<file path="config.mk">
export PLATFORM = sky130hd
export DESIGN_NAME = bmc_audio_tx
export DESIGN_NICKNAME = d
export VERILOG_FILES = /design/src/rtl/bmc_tx_pkg.sv /design/src/rtl/bmc_tx_timing.sv /design/src/rtl/bmc_tx_cstat.sv /design/src/rtl/bmc_tx_slotgen.sv /design/src/rtl/bmc_tx_encoder.sv /design/src/rtl/bmc_audio_tx.sv
export SDC_FILE = /design/constraint.sdc
export NUM_CORES = 1
export LEC_CHECK = 0
export BUFFER_PORTS_ARGS = -buffer_cell sky130_fd_sc_hd__buf_2
export CORE_MARGIN = 2
export CORE_UTILIZATION = 58
export DETAILED_ROUTE_END_ITERATION = 8
export GPL_ROUTABILITY_DRIVEN = 0
export PLACE_DENSITY = 0.77
export SKIP_CTS_REPAIR_TIMING = 1
export SYNTH_ARGS = -nofsm -noshare
export SYNTH_HDL_FRONTEND = slang
export SYNTH_SLANG_ARGS = --single-unit
</file>
<file path="constraint.sdc">
create_clock -name clk -period 6.35 [get_ports clk]
set_input_delay 0.635 -clock clk [delete_from_list [all_inputs] [get_ports clk]]
set_output_delay 0.635 -clock clk [all_outputs]
set_load 0.02 [all_outputs]
</file>
<file path="src/rtl/bmc_tx_pkg.sv">
package bmc_tx_pkg;

  typedef enum logic [1:0] {
    PRE_BLOCK = 2'd0,
    PRE_CH1   = 2'd1,
    PRE_CH2   = 2'd2
  } pre_kind_e;

  localparam int PRE_SLOTS = 4;
  localparam int AUX_SLOTS = 8;

  // Eight line cells of a sync preamble, first cell in bit 7.
  function automatic logic [7:0] pre_cells(input pre_kind_e kind);
    logic [7:0] cells;
    case (kind)
      PRE_BLOCK: cells = 8'b1110_1000;
      PRE_CH1:   cells = 8'b1110_0010;
      default:   cells = 8'b1110_0100;
    endcase
    return cells;
  endfunction

  // Category field, bit 6 of the result is channel-status bit 8.
  function automatic logic [6:0] category_bits(input logic [1:0] sel);
    logic [6:0] f;
    case (sel)
      2'd0:    f = 7'b100_0000;
      2'd1:    f = 7'b100_1100;
      2'd2:    f = 7'b100_0100;
      default: f = 7'b010_1100;
    endcase
    return f;
  endfunction

endpackage

</file>
<file path="src/rtl/bmc_tx_timing.sv">
module bmc_tx_timing #(
  parameter int SLOTS        = 32,
  parameter int BLOCK_FRAMES = 192,
  parameter int SLOT_W       = 5,
  parameter int FRAME_W      = 8
) (
  input  logic               clk,
  input  logic               rst_n,
  input  logic               run_i,
  input  logic               adv_i,
  output logic               half_o,
  output logic [SLOT_W-1:0]  slot_o,
  output logic               chan_o,
  output logic [FRAME_W-1:0] frame_o,
  output logic               frame_start_o
);

  localparam logic [SLOT_W-1:0]  LAST_SLOT  = SLOT_W'(SLOTS - 1);
  localparam logic [FRAME_W-1:0] LAST_FRAME = FRAME_W'(BLOCK_FRAMES - 1);

  logic               half_q, half_d;
  logic [SLOT_W-1:0]  slot_q, slot_d;
  logic               chan_q, chan_d;
  logic [FRAME_W-1:0] frame_q, frame_d;

  always_comb begin
    half_d  = half_q;
    slot_d  = slot_q;
    chan_d  = chan_q;
    frame_d = frame_q;
    if (!run_i) begin
      half_d  = 1'b0;
      slot_d  = '0;
      chan_d  = 1'b0;
      frame_d = '0;
    end else if (adv_i) begin
      half_d = ~half_q;
      if (half_q) begin
        if (slot_q == LAST_SLOT) begin
          slot_d = '0;
          chan_d = ~chan_q;
          if (chan_q) begin
            frame_d = (frame_q == LAST_FRAME) ? '0 : frame_q + 1'b1;
          end
        end else begin
          slot_d = slot_q + 1'b1;
        end
      end
    end
  end

  always_ff @(posedge clk or negedge rst_n) begin
    if (!rst_n) begin
      half_q  <= 1'b0;
      slot_q  <= '0;
      chan_q  <= 1'b0;
      frame_q <= '0;
    end else begin
      half_q  <= half_d;
      slot_q  <= slot_d;
      chan_q  <= chan_d;
      frame_q <= frame_d;
    end
  end

  assign half_o        = half_q;
  assign slot_o        = slot_q;
  assign chan_o        = chan_q;
  assign frame_o       = frame_q;
  assign frame_start_o = !half_q && (slot_q == '0) && !chan_q;

endmodule

</file>
<file path="src/rtl/bmc_tx_cstat.sv">
module bmc_tx_cstat
  import bmc_tx_pkg::*;
#(
  parameter int FRAME_W = 8
) (
  input  logic [FRAME_W-1:0] frame_i,
  input  logic [3:0]         ctrl_i,
  input  logic               lbit_i,
  input  logic [1:0]         fs_i,
  input  logic [1:0]         extra_i,
  input  logic [1:0]         cat_i,
  output logic               cs_bit_o
);

  localparam int CAT_LO = 8;
  localparam int CAT_HI = 14;

  logic [6:0] cat_field;
  int         fi;

  always_comb begin
    cat_field = category_bits(cat_i);
    fi        = int'(frame_i);
    cs_bit_o  = 1'b0;
    if (fi < 4) begin
      cs_bit_o = ctrl_i[fi[1:0]];
    end else if (fi >= CAT_LO && fi <= CAT_HI) begin
      cs_bit_o = cat_field[3'(CAT_HI - fi)];
    end else begin
      case (fi)
        15:      cs_bit_o = lbit_i;
        24:      cs_bit_o = fs_i[0];
        25:      cs_bit_o = fs_i[1];
        28:      cs_bit_o = extra_i[0];
        29:      cs_bit_o = extra_i[1];
        default: cs_bit_o = 1'b0;
      endcase
    end
  end

endmodule

</file>
<file path="src/rtl/bmc_tx_slotgen.sv">
module bmc_tx_slotgen
  import bmc_tx_pkg::*;
#(
  parameter int SAMPLE_W = 16,
  parameter int SLOTS    = 32,
  parameter int SLOT_W   = 5
) (
  input  logic                clk,
  input  logic                rst_n,
  input  logic                run_i,
  input  logic                adv_i,
  input  logic                frame_start_i,
  input  logic                first_frame_i,
  input  logic [SLOT_W-1:0]   slot_i,
  input  logic                half_i,
  input  logic                chan_i,
  input  logic                smp_valid_i,
  input  logic [SAMPLE_W-1:0] smp_l_i,
  input  logic [SAMPLE_W-1:0] smp_r_i,
  input  logic                mute_i,
  input  logic                cs_bit_i,
  output logic                data_bit_o,
  output logic                is_pre_o,
  output pre_kind_e           pre_kind_o
);

  localparam int AUDIO_LO = PRE_SLOTS + AUX_SLOTS;
  localparam int VAL_SLOT = AUDIO_LO + SAMPLE_W;
  localparam int USR_SLOT = VAL_SLOT + 1;
  localparam int CS_SLOT  = VAL_SLOT + 2;
  localparam int PAR_SLOT = SLOTS - 1;
  localparam int IDX_W    = $clog2(SAMPLE_W);

  logic [SAMPLE_W-1:0] pend_l_q, pend_l_d, pend_r_q, pend_r_d;
  logic [SAMPLE_W-1:0] act_l_q, act_l_d, act_r_q, act_r_d;
  logic                mute_q, mute_d;
  logic                par_q, par_d;
  logic [SAMPLE_W-1:0] cur_sample;
  logic [SLOT_W-1:0]   audio_ofs;
  logic                take_frame;

  assign take_frame = run_i && adv_i && frame_start_i;
  assign is_pre_o   = (slot_i < SLOT_W'(PRE_SLOTS));
  assign pre_kind_o = chan_i ? PRE_CH2 : (first_frame_i ? PRE_BLOCK : PRE_CH1);
  assign cur_sample = chan_i ? act_r_q : act_l_q;
  assign audio_ofs  = slot_i - SLOT_W'(AUDIO_LO);

  // Bit carried by the current slot.
  always_comb begin
    data_bit_o = 1'b0;
    if (slot_i >= SLOT_W'(AUDIO_LO) && slot_i < SLOT_W'(VAL_SLOT)) begin
      data_bit_o = cur_sample[audio_ofs[IDX_W-1:0]] & ~mute_q;
    end else if (slot_i == SLOT_W'(VAL_SLOT)) begin
      data_bit_o = mute_q;
    end else if (slot_i == SLOT_W'(USR_SLOT)) begin
      data_bit_o = 1'b0;
    end else if (slot_i == SLOT_W'(CS_SLOT)) begin
      data_bit_o = cs_bit_i;
    end else if (slot_i == SLOT_W'(PAR_SLOT)) begin
      data_bit_o = par_q;
    end
  end

  always_comb begin
    pend_l_d = pend_l_q;
    pend_r_d = pend_r_q;
    act_l_d  = act_l_q;
    act_r_d  = act_r_q;
    mute_d   = mute_q;
    par_d    = par_q;
    if (smp_valid_i) begin
      pend_l_d = smp_l_i;
      pend_r_d = smp_r_i;
    end
    if (take_frame) begin
      act_l_d = pend_l_q;
      act_r_d = pend_r_q;
      mute_d  = mute_i;
    end
    if (!run_i) begin
      par_d = 1'b0;
    end else if (adv_i) begin
      if (is_pre_o) begin
        par_d = 1'b0;
      end else if (half_i && slot_i != SLOT_W'(PAR_SLOT)) begin
        par_d = par_q ^ data_bit_o;
      end
    end
  end

  always_ff @(posedge clk or negedge rst_n) begin
    if (!rst_n) begin
      pend_l_q <= '0;
      pend_r_q <= '0;
      act_l_q  <= '0;
      act_r_q  <= '0;
      mute_q   <= 1'b0;
      par_q    <= 1'b0;
    end else begin
      pend_l_q <= pend_l_d;
      pend_r_q <= pend_r_d;
      act_l_q  <= act_l_d;
      act_r_q  <= act_r_d;
      mute_q   <= mute_d;
      par_q    <= par_d;
    end
  end

endmodule

</file>
<file path="src/rtl/bmc_tx_encoder.sv">
module bmc_tx_encoder
  import bmc_tx_pkg::*;
(
  input  logic      clk,
  input  logic      rst_n,
  input  logic      run_i,
  input  logic      adv_i,
  input  logic      is_pre_i,
  input  pre_kind_e pre_kind_i,
  input  logic [1:0] pre_slot_i,
  input  logic      half_i,
  input  logic      data_bit_i,
  output logic      line_o
);

  logic       line_q, line_d;
  logic [7:0] cells;
  logic [2:0] cell_idx;

  assign cells    = pre_cells(pre_kind_i);
  assign cell_idx = {pre_slot_i, half_i};

  always_comb begin
    line_d = line_q;
    if (!run_i) begin
      line_d = 1'b0;
    end else if (adv_i) begin
      if (is_pre_i) begin
        line_d = cells[3'd7 - cell_idx];
      end else if (!half_i) begin
        line_d = ~line_q;
      end else begin
        line_d = data_bit_i ? ~line_q : line_q;
      end
    end
  end

  always_ff @(posedge clk or negedge rst_n) begin
    if (!rst_n) begin
      line_q <= 1'b0;
    end else begin
      line_q <= line_d;
    end
  end

  assign line_o = line_q;

endmodule

</file>
<file path="src/rtl/bmc_audio_tx.sv">
module bmc_audio_tx
  import bmc_tx_pkg::*;
#(
  parameter int SAMPLE_W     = 16,
  parameter int SLOTS        = 32,
  parameter int BLOCK_FRAMES = 192
) (
  input  logic                clk,
  input  logic                rst_n,
  input  logic                half_en,
  input  logic                tx_enable,
  input  logic                bypass,
  input  logic                smp_valid,
  input  logic [SAMPLE_W-1:0] smp_left,
  input  logic [SAMPLE_W-1:0] smp_right,
  input  logic                mute,
  input  logic [3:0]          cs_ctrl,
  input  logic                cs_lbit,
  input  logic [1:0]          cs_fs,
  input  logic [1:0]          cs_extra,
  input  logic [1:0]          cs_cat,
  output logic                line_out
);

  localparam int SLOT_W  = $clog2(SLOTS);
  localparam int FRAME_W = $clog2(BLOCK_FRAMES);

  logic [1:0]         rst_pipe;
  logic               rst_core_n;
  logic               run;
  logic               adv;
  logic               pos_half;
  logic [SLOT_W-1:0]  pos_slot;
  logic               pos_chan;
  logic [FRAME_W-1:0] pos_frame;
  logic               frame_start;
  logic               cs_bit;
  logic               data_bit;
  logic               is_pre;
  pre_kind_e          pre_kind;

  // Reset asserts at once and releases after two clock edges.
  always_ff @(posedge clk or negedge rst_n) begin
    if (!rst_n) begin
      rst_pipe <= 2'b00;
    end else begin
      rst_pipe <= {rst_pipe[0], 1'b1};
    end
  end
  assign rst_core_n = rst_pipe[1];

  assign run = tx_enable && !bypass;
  assign adv = run && half_en;

  bmc_tx_timing #(
    .SLOTS(SLOTS), .BLOCK_FRAMES(BLOCK_FRAMES),
    .SLOT_W(SLOT_W), .FRAME_W(FRAME_W)
  ) u_timing (
    .clk(clk), .rst_n(rst_core_n), .run_i(run), .adv_i(adv),
    .half_o(pos_half), .slot_o(pos_slot), .chan_o(pos_chan),
    .frame_o(pos_frame), .frame_start_o(frame_start)
  );

  bmc_tx_cstat #(.FRAME_W(FRAME_W)) u_cstat (
    .frame_i(pos_frame), .ctrl_i(cs_ctrl), .lbit_i(cs_lbit),
    .fs_i(cs_fs), .extra_i(cs_extra), .cat_i(cs_cat), .cs_bit_o(cs_bit)
  );

  bmc_tx_slotgen #(
    .SAMPLE_W(SAMPLE_W), .SLOTS(SLOTS), .SLOT_W(SLOT_W)
  ) u_slotgen (
    .clk(clk), .rst_n(rst_core_n), .run_i(run), .adv_i(adv),
    .frame_start_i(frame_start), .first_frame_i(pos_frame == '0),
    .slot_i(pos_slot), .half_i(pos_half), .chan_i(pos_chan),
    .smp_valid_i(smp_valid), .smp_l_i(smp_left), .smp_r_i(smp_right),
    .mute_i(mute), .cs_bit_i(cs_bit),
    .data_bit_o(data_bit), .is_pre_o(is_pre), .pre_kind_o(pre_kind)
  );

  bmc_tx_encoder u_encoder (
    .clk(clk), .rst_n(rst_core_n), .run_i(run), .adv_i(adv),
    .is_pre_i(is_pre), .pre_kind_i(pre_kind), .pre_slot_i(pos_slot[1:0]),
    .half_i(pos_half), .data_bit_i(data_bit), .line_o(line_out)
  );

endmodule

</file>
==> qor_table.md <==
| Step | Result | This run |
| --- | --- | --- |
| layout | Fraction of final layout cells sized beyond drive strength 1 | 36.7% |
| floorplanning | Full die area | 7930 um^2 |
| critical path | Destination of the critical timing path | u_slotgen.act_l_q[1] |
| routing | Post-detailed-route via-to-cell ratio | 5.69 |
| critical path | Setup slack of the worst register-to-register path | 3.58 ns |
| routing | Remaining routing DRC violations | 0 |
| critical path | Critical path launch point | u_timing.slot_o[2] |
| critical path | Critical-path cell list | inv_1, ha_1, nand2_1, nor3_1, nand4b_1, buf_4, mux2_2 |
| placement | Final HPWL from detailed placement | 5410 um |
| routing | Total routed wirelength | 7520 um |
| layout | Total inserted antenna cells | 0 |
| layout | Non-filler instance count after layout | 488 |
| critical path | Slowest cell delay on critical path | 0.72 ns |
| critical path | Crit. End Element | flop |
| critical path | Count of buffering cells on the critical path with inverters included | 2 |
| floorplanning | Floorplan row count | 30 |
| cts | Number of buffers inserted during clock tree synthesis | 9 |
| grt | Global-route wire length before repair | 12700 um |
| critical path | Number of cells traversed by the worst register-to-register path | 7 |
| grt | Initial antenna violation count | 0 |
| run | Number of max-capacitance violations reported | 0 |
| placement | Total of buffers placed on input and output ports | 50 |
| critical path | Critical path class | flop to flop |
| timing | Slew at the pin with the worst max-slew slack | 1.01 ns |
| grt | Number of global-route vias before repair | 2665 |
| cts | Clock tree sinks | 84 |
| timing | Worst hold slack | 0.0478 ns |
| critical path | Count of cell instances traversed by the critical path | 7 |
| timing | Setup TNS | 0 ns |
| critical path | Terminus of the critical flop-to-flop path | u_slotgen.act_l_q[1] |
| routing | Final routed wire length divided by cell count | 15.4 um |
| floorplanning | Overall die width | 89.0 um |
| timing | RSZ-0062 raised after global routing | no |
| layout | Combined area of the multi-input logic cells | 1950 um^2 |
| synthesis | Most frequent cells after synthesis | sky130_fd_sc_hd__dfrtp_1 (84), sky130_fd_sc_hd__mux2_2 (67), sky130_fd_sc_hd__nand2_1 (25), sky130_fd_sc_hd__nor2_1 (15), sky130_fd_sc_hd__o21ai_0 (14) |
| synthesis | Share of synthesized area occupied by flip-flops and latches | 50.1% |
| grt | Total congestion overflow | 0 |
| critical path | Cell type group with the largest total delay on the critical path | simple AND/OR/NAND/NOR gates |
| layout | Net count reported at finish | 448 |
| floorplanning | Top-Level Pins | 51 |
| routing | Wire length on met2 | 3580 um |
| synthesis | Asr flop ratio synth | 100% |
| routing | Total via count in the routed design | 2777 |
| cts | Deepest clock path buffer count | 2 |
| routing | Met1 wire length | 3540 um |
| pwr | IR drop worst, VDD | 0.000187 V |
| layout | Number of fill cells in the layout | 557 |
| synthesis | Post-synthesis instance area | 4190 um^2 |
| synthesis | Most common cell in the netlist | sky130_fd_sc_hd__dfrtp_1 |
| outcome | Status | finished clean |
| timing | Total count of max-transition violations in the final report | 0 |
| cts | TritonCTS clock tree | done |
| routing | Uppermost routed layer | met4 |
| layout | Fraction of the core area covered by cells at the end of the flow | 67.5% |
| routing | Detailed Route Iter0 Violations | 192 |
| timing | Final setup violating endpoints | 0 |
| pwr | Design Power | 1.19 mW |
| routing | Number of nets with antenna violations after routing | 0 |
| floorplanning | Initial cell density of the core | 60.7% |
| critical path | Critical path data arrival time | 3.01 ns |
| placement | Dpl cells | 472 |
| timing | Fraction of the cycle the final worst path needs | 43.6% |
| timing | Setup slack after layout | 3.58 ns |
| layout | Cell area after layout | 4660 um^2 |
| routing | 1st-pass router iterations | 4 |
| critical path | Critical-path cell with the highest stage delay | sky130_fd_sc_hd__nand4b_1 |
| timing | Achievable Freq | 361 MHz |
| synthesis | Number of unique standard cell types used by synthesis | 49 |
| synthesis | Syn Inst Count | 344 |
| grt | Pin count of the biggest net entering global routing | 83 |
| timing | Number of failing hold endpoints at the final stage | 0 |
| critical path | CP Max Fanout | 17 |
| routing | Routed wire length on met3 | 304 um |
| floorplanning | Vertical die dimension | 89.0 um |
| critical path | Worst EP required | 6.59 ns |
| cts | Clock root buffer master | sky130_fd_sc_hd__clkbuf_8 |
| critical path | FF-to-FF Start | u_timing.slot_o[2] |
| critical path | Setup crit start kind | flop |
| grt | Total Routing Usage GR | 21.2% |
| worst hold path | Min-delay worst type | primary input to asynchronous set/reset pin |
| cts | Number of H-tree branching levels | 3 |
| layout | Storage cell area | 2110 um^2 |
| timing | Slew Limit Headroom | 32.6% |
| timing | Final min period | 2.77 ns |
| synthesis | Count of yosys warnings during synthesis | 0 |
| synthesis | Post-Synthesis Net Count | 405 |
| synthesis | EDFF count, synth | 0 |
| pwr | Leakage power | 2.03 nW |
| synthesis | Area fraction of the dominant cell type after synthesis | 50.1% |
| synthesis | Top cells by area, synth | sky130_fd_sc_hd__dfrtp_1 (50%), sky130_fd_sc_hd__mux2_2 (18%), sky130_fd_sc_hd__ha_1 (3.3%) |
| placement | Total placed instance area | 4460 um^2 |
| timing | Fin Clk Skew | 0.00556 ns |
| synthesis | Flop and latch count out of synthesis | 84 |
| synthesis | Cell accounting for the most synthesized area | sky130_fd_sc_hd__dfrtp_1 |
| layout | Area Overhead vs Synth | 11.1% |
| floorplanning | Standard cell core area | 6910 um^2 |
| placement | Post-Place Worst Slack | 3.59 ns |
| pwr | Power per Cell Area | 255 nW/um^2 |
| cts | Worst-Skew Late Latency | 0.35 ns |
| synthesis | Most common flop cell mapped by yosys | sky130_fd_sc_hd__dfrtp_1 |
| cts | Clock input transition at the sequential cells of the worst setup and hold paths | 0.08 ns |
| synthesis | Synthesized area per cell | 12.2 um^2 |
-- power by group --
group	leakage [nW]	switching (mW)	total [mW]	internal (mW)
registers	1.02	0.0524	0.664	0.612
clock network	0.0926	0.183	0.375	0.192
logic	0.908	0.0496	0.149	0.0997
total	2.03	0.285	1.19	0.904
-- cells by family (layout without fill, tap and decap cells) --
kind of cell / Yosys count / count (layout) / synth area share [%]
compound gates: 51 / 51 / 8.06
xor+xnor: 5 / 5 / 1.04
fa+ha+maj: 11 / 11 / 3.28
buf+inv: 26 / 74 / 3.25
flops: 84 / 84 / 50.1
mux: 81 / 81 / 23.7
other cells: 1 / 1 / 0.0894
simple gates: 85 / 85 / 10.4
-- sequential cells by signal, summed over array words and instances (netlist names) --
name                flops
rst_pipe                2
u_timing.slot_o         5
u_encoder.line_o        1
u_timing.frame_o        8
u_timing.half_o         1
u_slotgen.pend_l_q     16
u_slotgen.act_r_q      16
u_slotgen.pend_r_q     16
u_slotgen.mute_q        1
u_timing.chan_o         1
u_slotgen.par_q         1
u_slotgen.act_l_q      16
-- metal layers --
metal | global-route usage (%) | up-vias
met1 | 29.2 | 1356
met5 | 0 | -
li1 | - | 1344
met4 | 6.65 | 0
met3 | 5.26 | 9
met2 | 33.8 | 68
-- how the worst min path moves through the flow --
| stage | cells past startpoint | slack, ns | to |
|---|---|---|---|
| after global placement | 0 | 0.34 | rst_pipe[1] |
| after global routing | 1 | 0.03 | rst_pipe[1] |
| after CTS | 1 | 0.04 | rst_pipe[1] |
| final | 1 | 0.05 | rst_pipe[1] |
| after detailed placement | 0 | 0.34 | rst_pipe[1] |
| after floorplan | 0 | 0.33 | rst_pipe[1] |
-- final cells by class --
cell class / instances / area share (%)
well taps: 96 / 2.58
inverters: 7 / 0.564
clock buffers: 12 / 3.11
multi-input cells: 234 / 41.9
clock inverters: 4 / 1.07
repair buffers: 51 / 5.53
flip-flops and latches: 84 / 45.2
-- worst register-to-register path: stages (launching register included) --
cell,delay (ns)
sky130_fd_sc_hd__dfrtp_1,0.51
sky130_fd_sc_hd__inv_1,0.24
sky130_fd_sc_hd__ha_1,0.18
sky130_fd_sc_hd__nand2_1,0.05
sky130_fd_sc_hd__nor3_1,0.14
sky130_fd_sc_hd__nand4b_1,0.72
sky130_fd_sc_hd__buf_4,0.51
sky130_fd_sc_hd__mux2_2,0.30
-- cells in the final DEF, fill, tap and decap left out, types with 5 or more instances in the layout --
| master | Yosys | layout |
|---|---|---|
| sky130_fd_sc_hd__a21oi_1 | 13 | 13 |
| sky130_fd_sc_hd__a31oi_1 | 5 | 5 |
| sky130_fd_sc_hd__buf_2 | 5 | 50 |
| sky130_fd_sc_hd__clkbuf_8 | 1 | 10 |
| sky130_fd_sc_hd__dfrtp_1 | 84 | 83 |
| sky130_fd_sc_hd__ha_1 | 11 | 11 |
| sky130_fd_sc_hd__inv_1 | 7 | 7 |
| sky130_fd_sc_hd__mux2_2 | 67 | 67 |
| sky130_fd_sc_hd__mux2i_1 | 7 | 7 |
| sky130_fd_sc_hd__mux4_1 | 5 | 5 |
| sky130_fd_sc_hd__nand2_1 | 25 | 25 |
| sky130_fd_sc_hd__nand3_1 | 9 | 9 |
| sky130_fd_sc_hd__nor2_1 | 15 | 15 |
| sky130_fd_sc_hd__nor3_1 | 9 | 9 |
| sky130_fd_sc_hd__o21ai_0 | 14 | 14 |
No activity file was read; power rests on OpenSTA's default activity.
